### src/rtl/fsg_pkg.sv
package fsg_pkg;

    typedef enum logic [2:0] {
        ST_IDLE,
        ST_PROG,
        ST_ERASE,
        ST_SUSP,
        ST_SPROG
    } fsg_state_e;

    typedef struct packed {
        logic b7;
        logic b6;
        logic b2;
    } stat_bits_t;

    function automatic logic state_busy(fsg_state_e s);
        return (s == ST_PROG) || (s == ST_ERASE) || (s == ST_SPROG);
    endfunction

endpackage

### src/rtl/fsg_countdown.sv
module fsg_countdown #(
    parameter int unsigned LENGTH = 4,
    localparam int unsigned W = (LENGTH < 2) ? 1 : $clog2(LENGTH)
) (
    input  logic clk,
    input  logic rst_n,
    input  logic load,
    input  logic run,
    output logic zero
);
    localparam logic [W-1:0] LOAD_VAL = W'(LENGTH - 1);

    logic [W-1:0] cnt;

    always_ff @(posedge clk or negedge rst_n) begin
        if (!rst_n) begin
            cnt <= '0;
        end else if (load) begin
            cnt <= LOAD_VAL;
        end else if (run && (cnt != '0)) begin
            cnt <= cnt - 1'b1;
        end
    end

    assign zero = (cnt == '0);

    // no load and no run means the remaining count is frozen
    assert_count_frozen_R7: assert property (@(posedge clk) disable iff (!rst_n)
        (!load && !run) |=> $stable(cnt));

endmodule

### src/rtl/fsg_toggle.sv
module fsg_toggle (
    input  logic clk,
    input  logic rst_n,
    input  logic clr,
    input  logic adv,
    output logic q
);
    always_ff @(posedge clk or negedge rst_n) begin
        if (!rst_n) begin
            q <= 1'b0;
        end else if (clr) begin
            q <= 1'b0;
        end else if (adv) begin
            q <= ~q;
        end
    end

    assert_toggle_flips_R6: assert property (@(posedge clk) disable iff (!rst_n)
        (adv && !clr) |=> (q != $past(q)));

    assert_toggle_holds_R6: assert property (@(posedge clk) disable iff (!rst_n)
        (!adv && !clr) |=> $stable(q));

endmodule

### src/rtl/fsg_ctrl.sv
module fsg_ctrl
    import fsg_pkg::*;
(
    input  logic       clk,
    input  logic       rst_n,
    input  logic       prog_go,
    input  logic       erase_go,
    input  logic       suspend_req,
    input  logic       resume_req,
    input  logic       sect_hit,
    input  logic       p_zero,
    input  logic       e_zero,
    output fsg_state_e st,
    output logic       p_load,
    output logic       e_load,
    output logic       p_run,
    output logic       e_run
);
    fsg_state_e nxt;

    always_ff @(posedge clk or negedge rst_n) begin
        if (!rst_n) begin
            st <= ST_IDLE;
        end else begin
            st <= nxt;
        end
    end

    always_comb begin
        nxt    = st;
        p_load = 1'b0;
        e_load = 1'b0;
        p_run  = 1'b0;
        e_run  = 1'b0;
        unique case (st)
            ST_IDLE: begin
                if (prog_go) begin
                    nxt    = ST_PROG;
                    p_load = 1'b1;
                end else if (erase_go) begin
                    nxt    = ST_ERASE;
                    e_load = 1'b1;
                end
            end
            ST_PROG: begin
                if (p_zero) nxt = ST_IDLE;
                else        p_run = 1'b1;
            end
            ST_SPROG: begin
                if (p_zero) nxt = ST_SUSP;
                else        p_run = 1'b1;
            end
            ST_ERASE: begin
                if (e_zero)           nxt = ST_IDLE;
                else if (suspend_req) nxt = ST_SUSP;
                else                  e_run = 1'b1;
            end
            ST_SUSP: begin
                if (resume_req) begin
                    nxt = ST_ERASE;
                end else if (prog_go && !sect_hit) begin
                    nxt    = ST_SPROG;
                    p_load = 1'b1;
                end
            end
            default: nxt = ST_IDLE;
        endcase
    end

    assert_prog_end_R2: assert property (@(posedge clk) disable iff (!rst_n)
        (st == ST_PROG && p_zero) |=> (st == ST_IDLE));

    assert_sprog_end_R9: assert property (@(posedge clk) disable iff (!rst_n)
        (st == ST_SPROG && p_zero) |=> (st == ST_SUSP));

    assert_susp_stays_R7: assert property (@(posedge clk) disable iff (!rst_n)
        (st == ST_SUSP && !resume_req) |=> (st == ST_SUSP || st == ST_SPROG));

    assert_busy_ignores_R10: assert property (@(posedge clk) disable iff (!rst_n)
        (st == ST_PROG && !p_zero) |=> (st == ST_PROG));

endmodule

### src/rtl/fsg_rdmux.sv
module fsg_rdmux
    import fsg_pkg::*;
(
    input  logic       clk,
    input  logic       rst_n,
    input  fsg_state_e st,
    input  logic       rd_stb,
    input  logic       sect_hit,
    input  logic       p_load,
    input  logic       prog_bit,
    input  logic [2:0] arr_bits,
    input  logic       t6,
    input  logic       t2,
    output stat_bits_t q
);
    logic       held_bit;
    stat_bits_t nxt_q;
    stat_bits_t arr_view;

    assign arr_view = '{b7: arr_bits[2], b6: arr_bits[1], b2: arr_bits[0]};

    always_comb begin
        unique case (st)
            ST_IDLE:           nxt_q = arr_view;
            ST_PROG, ST_SPROG: nxt_q = '{b7: ~held_bit, b6: t6, b2: t2};
            ST_ERASE:          nxt_q = '{b7: 1'b0, b6: t6, b2: t2};
            ST_SUSP:           nxt_q = sect_hit ? '{b7: 1'b1, b6: 1'b1, b2: t2} : arr_view;
            default:           nxt_q = arr_view;
        endcase
    end

    always_ff @(posedge clk or negedge rst_n) begin
        if (!rst_n) begin
            q        <= '0;
            held_bit <= 1'b0;
        end else begin
            if (p_load) held_bit <= prog_bit;
            if (rd_stb) q <= nxt_q;
        end
    end

    assert_erase_b7_R5: assert property (@(posedge clk) disable iff (!rst_n)
        (rd_stb && st == ST_ERASE) |=> !q.b7);

    assert_susp_hit_R8: assert property (@(posedge clk) disable iff (!rst_n)
        (rd_stb && st == ST_SUSP && sect_hit) |=> (q.b7 && q.b6));

    assert_hold_R11: assert property (@(posedge clk) disable iff (!rst_n)
        !rd_stb |=> $stable(q));

endmodule

### src/rtl/flash_status_gen.sv
module flash_status_gen
    import fsg_pkg::*;
#(
    parameter int unsigned PROG_CYCLES  = 400,
    parameter int unsigned ERASE_CYCLES = 20000
) (
    input  logic       clk,
    input  logic       rst_n,
    input  logic       prog_go,
    input  logic       erase_go,
    input  logic       suspend_req,
    input  logic       resume_req,
    input  logic       rd_stb,
    input  logic       sect_hit,
    input  logic       prog_bit,
    input  logic [2:0] arr_bits,
    output logic       stat_b7,
    output logic       stat_b6,
    output logic       stat_b2,
    output logic       rb_pull_low
);
    localparam int NTOG = 2;

    fsg_state_e      st;
    logic            p_load, e_load, p_run, e_run, p_zero, e_zero;
    logic [NTOG-1:0] tog_adv, tog_q;
    stat_bits_t      q;

    fsg_ctrl u_ctrl (
        .clk(clk), .rst_n(rst_n), .prog_go(prog_go), .erase_go(erase_go),
        .suspend_req(suspend_req), .resume_req(resume_req), .sect_hit(sect_hit),
        .p_zero(p_zero), .e_zero(e_zero), .st(st),
        .p_load(p_load), .e_load(e_load), .p_run(p_run), .e_run(e_run)
    );

    fsg_countdown #(.LENGTH(PROG_CYCLES)) u_pcnt (
        .clk(clk), .rst_n(rst_n), .load(p_load), .run(p_run), .zero(p_zero)
    );

    fsg_countdown #(.LENGTH(ERASE_CYCLES)) u_ecnt (
        .clk(clk), .rst_n(rst_n), .load(e_load), .run(e_run), .zero(e_zero)
    );

    // index 1: bit-6 toggle, index 0: bit-2 toggle
    assign tog_adv[1] = rd_stb && state_busy(st);
    assign tog_adv[0] = rd_stb && ((st == ST_ERASE) || (st == ST_SUSP && sect_hit));

    for (genvar g = 0; g < NTOG; g++) begin : g_tog
        fsg_toggle u_tog (
            .clk(clk), .rst_n(rst_n), .clr(p_load | e_load),
            .adv(tog_adv[g]), .q(tog_q[g])
        );
    end

    fsg_rdmux u_rdmux (
        .clk(clk), .rst_n(rst_n), .st(st), .rd_stb(rd_stb), .sect_hit(sect_hit),
        .p_load(p_load), .prog_bit(prog_bit), .arr_bits(arr_bits),
        .t6(tog_q[1]), .t2(tog_q[0]), .q(q)
    );

    assign stat_b7     = q.b7;
    assign stat_b6     = q.b6;
    assign stat_b2     = q.b2;
    assign rb_pull_low = state_busy(st);

    assert_busy_cause_R2: assert property (@(posedge clk) disable iff (!rst_n)
        $rose(rb_pull_low) |-> $past(prog_go || erase_go || resume_req));

    assert_first_read_R6: assert property (@(posedge clk) disable iff (!rst_n)
        ($past(p_load || e_load) && rd_stb && state_busy(st)) |=> (!stat_b6));

endmodule

### config.mk
export PLATFORM = sky130hd
export DESIGN_NAME = flash_status_gen
export DESIGN_NICKNAME = d
export VERILOG_FILES = /design/src/rtl/fsg_pkg.sv /design/src/rtl/fsg_countdown.sv /design/src/rtl/fsg_toggle.sv /design/src/rtl/fsg_ctrl.sv /design/src/rtl/fsg_rdmux.sv /design/src/rtl/flash_status_gen.sv
export SDC_FILE = /design/constraint.sdc
export NUM_CORES = 1
export LEC_CHECK = 0
export BUFFER_PORTS_ARGS = -buffer_cell sky130_fd_sc_hd__buf_2
export CELL_PAD_IN_SITES_DETAIL_PLACEMENT = 2
export CELL_PAD_IN_SITES_GLOBAL_PLACEMENT = 2
export CORE_UTILIZATION = 40
export DETAILED_ROUTE_END_ITERATION = 10
export PLACE_DENSITY = 0.8
export SETUP_SLACK_MARGIN = 0.3
export SLEW_MARGIN = 20
export SYNTH_ARGS = -nofsm -noshare
export SYNTH_HDL_FRONTEND = slang
export SYNTH_SLANG_ARGS = --single-unit
### constraint.sdc
create_clock -name clk -period 5.85 [get_ports clk]
set_input_delay 0.585 -clock clk [delete_from_list [all_inputs] [get_ports clk]]
set_output_delay 0.585 -clock clk [all_outputs]
set_load 0.03 [all_outputs]
Yosys cells after proc, flatten, opt, wreduce, memory -nomap -nowiden

Index checks and enable logic that the tools add are counted.

$add $sub $neg: 2
Mux-type cells: 31
Bitwise logic cells: 4
Reduce and logical (&&, ||, !) cells: 21
Eq/ne operators: 9

Operators with widths:

| operator                                           | number |
|---|---|
| 2-to-1 mux 15 bit                                  | 2 |
| 2-to-1 mux 3 bit                                   | 9 |
| 2-to-1 mux 9 bit                                   | 2 |
| logical NOT 15 bit                                 | 1 |
| 2-to-1 mux 1 bit                                   | 15 |
| one-hot mux 3 bit (5 select lines)                 | 1 |
| nonzero test 15 bit                                | 1 |
| subtractor 15 x 1 -> 15 bit, second input constant | 1 |
| logical NOT 9 bit                                  | 1 |
| one-hot mux 3 bit (3 select lines)                 | 1 |
| nonzero test 9 bit                                 | 1 |
| subtractor 9 x 1 -> 9 bit, second input constant   | 1 |
| nonzero test 2 bit                                 | 4 |
| == test 3 x 2 -> 1 bit, second input constant      | 2 |
| logical AND 1 bit                                  | 6 |
| != test 3 bit, second input constant               | 2 |
| AND reduction 5 bit                                | 1 |
| != test 2 bit, second input constant               | 2 |
| == test 3 x 1 -> 1 bit, second input constant      | 1 |
| == test 3 bit, second input constant               | 1 |
| logical NOT 3 bit                                  | 1 |
| logical OR 1 bit                                   | 3 |
| != test 3 x 2 -> 1 bit, second input constant      | 1 |
| inverter 1 bit                                     | 3 |
| 4 further kinds                                    | 4 |

Input bits: 12
Word-level logic and storage cells: 76
Output and inout bits: 4
Bits in registers: 33

Longest topological paths before layout

Word-level depth: 7
Gate-level depth with buffers: 7
Depth with buffers taken out: 7

By module

From an unflattened synthesis, not the netlist that was laid out.

Cells, all modules: 231
Area total of the unflattened synthesis: 2,163.3 µm²

By module, submodules not included:

| module                 | cells each | area an instance (µm²) | times used | seq. area each (µm²) |
|---|---|---|---|---|
| fsg_countdown (u_ecnt) | 92         | 895.9                  | 1          | 375.4 |
| fsg_countdown (u_pcnt) | 52         | 503.0                  | 1          | 225.2 |
| fsg_rdmux              | 36         | 325.3                  | 1          | 100.1 |
| fsg_ctrl               | 37         | 311.5                  | 1          | 75.1 |
| fsg_toggle             | 3          | 37.5                   | 2          | 25.0 |
| flash_status_gen       | 8          | 52.6                   | 1          | 0.0 |

Least setup slack after synthesis

OpenSTA, ideal clock, no wires.

Path kind: register to output
Start point: register u_ctrl.st[2]
End point: output port rb_pull_low
Cell stages (with the launch flop): 4
Buffers on the path: 1
Data required time: 5.265 ns
Arrival time: 1.361 ns
Slack: 3.904 ns
Path through: dfrtp_1 > buf_2 > or3b_1 > o21ai_1

Word-level cells in the longest chain between the ends: 3
Elaborated cells on any way between the ends: 5
Those cells by class: 3 x eq/ne; 2 x reduce/logical

RTL lines:

| what                                                                    | RTL line               | source |
|---|---|---|
| start: declaration                                                      | fsg_ctrl.sv:13         | `output fsg_state_e st,` |
| start signal: assignment                                                | fsg_ctrl.sv:25         | `st <= nxt;` |
| == test 3 x 1 -> 1 bit / == test 3 x 2 -> 1 bit (equally long branches) | fsg_pkg.sv:18          | `return (s == ST_PROG) \|\| (s == ST_ERASE) \|\| (s == ST_SPROG);` |
| logical OR 1 bit                                                        | fsg_pkg.sv:18          |  |
| logical OR 1 bit (*)                                                    | fsg_pkg.sv:18          |  |
| end: declaration                                                        | flash_status_gen.sv:20 | `output logic rb_pull_low` |

Mark *: on every way between the ends. The rest lies on a longest branch, timed or not.

Final worst setup path

Start point: register u_ctrl.st[1]
End point: output port rb_pull_low

Same word-level chain as after synthesis.

==> qor.csv <==
metric,value,unit
hold_path_class,input pin to async pin,
ys.flop_type,dfrtp_1,
hold_buffers,0,
power.total,0.000835,W
postRouteAntennaNets,0,
avgSynthCellArea,9.57,sq um
clock-sinks,33,
ys_seq_area_frac,0.429,
diodes,0,
violations,DRC,
synth_edf_count,0,
syn_inst,201,
core_area,0.00447,sq mm
post_cts_resized,0,
start_kind,register,
die_x,71.4,microns
cts_tree,yes,
portBuffers,15,
cts-root-buf,clkbuf_8,
drt_iter0_drc,50,
reg2reg_depth,5,
hold_viol_final,0,
design.die.area,0.00509,sq mm
die_y,71.4,microns
drv_cap,0,
clk_latency,290,ps
gr-total-overflow,0,
post_cts_buffers,0,
nets,232,
via_per_inst,5.89,
rsz0062_at_grt,no,
clk_pin_slew,70,ps
initial_core_util,0.430,
peakVddDrop,131,uV
cts_buffers,5,
critPathSlowestCell,dfrtp_1,
grt_max_degree,34,
post-route-period-util,0.415,
yosysMostFrequentCell,dfrtp_1,
rows,24,
status,finished with violations,
worst_pin_slew,800,ps
synth_nets,216,
synthTopCellsByCount,"33 x dfrtp_1, 24 x nand2_1, 17 x nor2_1",
arrival,1840,ps
worstPathMaxFanout,15,
fmax,0.412,GHz
end_kind,output port,
dpl.hpwl,3690,microns
finalSetupTns,0,ps
powerDensity,390,mW/mm^2
place.gp.congestion,0.786,
ys_seq_elements,33,
maxSlewHeadroom,0.463,
setup_violations,0,
netlist.area_leader.share,0.429,
setup_ws,3420,ps
yosys_warnings,0,
io_pins,16,
wire_per_inst,18.2,microns
firstDrtPassIters,7,
htreeDepth,2,
final_util,0.478,
synth_top_area_cell,dfrtp_1,
final_max_slew_viol_count,0,
period_minus_slack,2430,ps
grt_pass1_wl,8480,microns
synthDistinctLibCells,53,
grt_pass1_vias,1718,
drcViolationCount,3,
syn_to_final_growth,11.1,%
cp.required,5270,ps
vias,1590,
cts_buffer_depth,2,
synthArstFlopShare,1.00,
p_leak,0.912,nW
antenna_found_initial,0,
cp_cell_sequence,or3b_1 > o21ai_1 > buf_2,
synth_area,0.00192,sq mm
track_usage,0.217,
final_layout_size_suffix_gt1_frac,0.151,
crit_path_max_incr_delay,610,ps
worst-setup-path-type,register to output port,
place_ws,3710,ps
routed_wl,4910,microns
synthTopCellsByArea,"dfrtp_1 43%, xor2_1 5.9%, nand2_1 4.7%, nor2_1 3.3%, nand4_1 2.3%",
fin_worst_skew,4.82,ps
==> final timing paths <==
| check | to | slack, ps | start |
|---|---|---|---|
| hold reg to reg | u_rdmux.q[2] | 530 | u_rdmux.q[2] |
| min in group clk | u_rdmux.held_bit | 530 | prog_bit |
| setup / recovery | rb_pull_low | 3420 | u_ctrl.st[1] |
| hold / removal | u_ecnt.cnt[12] | 360 | rst_n |
| setup reg to reg | u_ecnt.cnt[4] | 3690 | u_ecnt.cnt[2] |
| max in group asynchronous | u_pcnt.cnt[8] | 5010 | rst_n |
==> layout make-up <==
cell class / count / area, sq um
clock buffers: 7 / 96.3
clock inverters: 1 / 5.00
fillers: 488 / 2340
inverters: 9 / 33.8
multi-input cells: 153 / 1040
flip-flops and latches: 33 / 826
well taps: 52 / 65.1
repair buffers: 15 / 75.1
==> report_power, final <==
part           internal (W)  total, W  switching, W
registers          0.000275  0.000334     0.0000591
logic              0.000122  0.000310      0.000188
clock network      0.000106  0.000190     0.0000836
total              0.000504  0.000835      0.000331
==> cell families after synthesis <==
group | count (synthesis) | synth area share
buffers and inverters | 15 | 0.0319
XOR/XNOR | 17 | 0.0774
AND/OR/NAND/NOR | 96 | 0.291
flip-flops | 33 | 0.429
AO/OA/AOI/OAI | 32 | 0.124
adder cells (fa/ha/maj) | 3 | 0.0195
multiplexers | 5 | 0.0267
==> registers in the layout, indices dropped and copies added (netlist names) <==
register          count
u_ctrl.st             3
u_pcnt.cnt            9
u_ecnt.cnt           15
u_rdmux.q             3
u_rdmux.held_bit      1
g_tog.u_tog.q         2
==> per-stage QoR <==
step,hold WS (ps),cell area [sq um],instances
2_1_floorplan,289,1920,201
3_3_place_gp,505,2040,262
3_5_place_dp,524,2040,262
4_1_cts,381,2140,270
5_1_grt,422,2140,270
6_report,359,2140,270
==> critical path: cells and delay by family (launching register included) <==
family	cells	cell delay [ps]
AOI/OAI and AO/OA	1	230
DFF	1	610
buffers and inverters	1	270
and+or+nand+nor	1	450
==> cells in the final DEF, fill, tap and decap left out, types with 2 or more instances in the layout <==
cell      instances
dfrtp_1          33
nand2_1          24
nor2_1           17
buf_2            15
xor2_1           13
inv_1             9
a21oi_1           8
nor2b_1           7
nand3_1           7
nor3_1            7
nand4_1           7
clkbuf_8          7
o21ai_0           5
xnor2_1           4
mux2i_1           4
nor3b_1           3
ha_1              3
o21ai_1           2
o211ai_1          2
and3b_1           2
nor4_2            2
nand4b_1          2
and2_1            2
a22o_1            2
or3_1             2
==> per-layer routing <==
| metal | vias up | share of wire | global-route usage |
|---|---|---|---|
| met5 | - | 0 | 0 |
| met4 | 0 | 0.011 | 0.0600 |
| met3 | 7 | 0.027 | 0.0464 |
| met2 | 29 | 0.51 | 0.379 |
| met1 | 805 | 0.45 | 0.272 |
| li1 | 749 | - | - |
(Power assumes the default switching activity.)
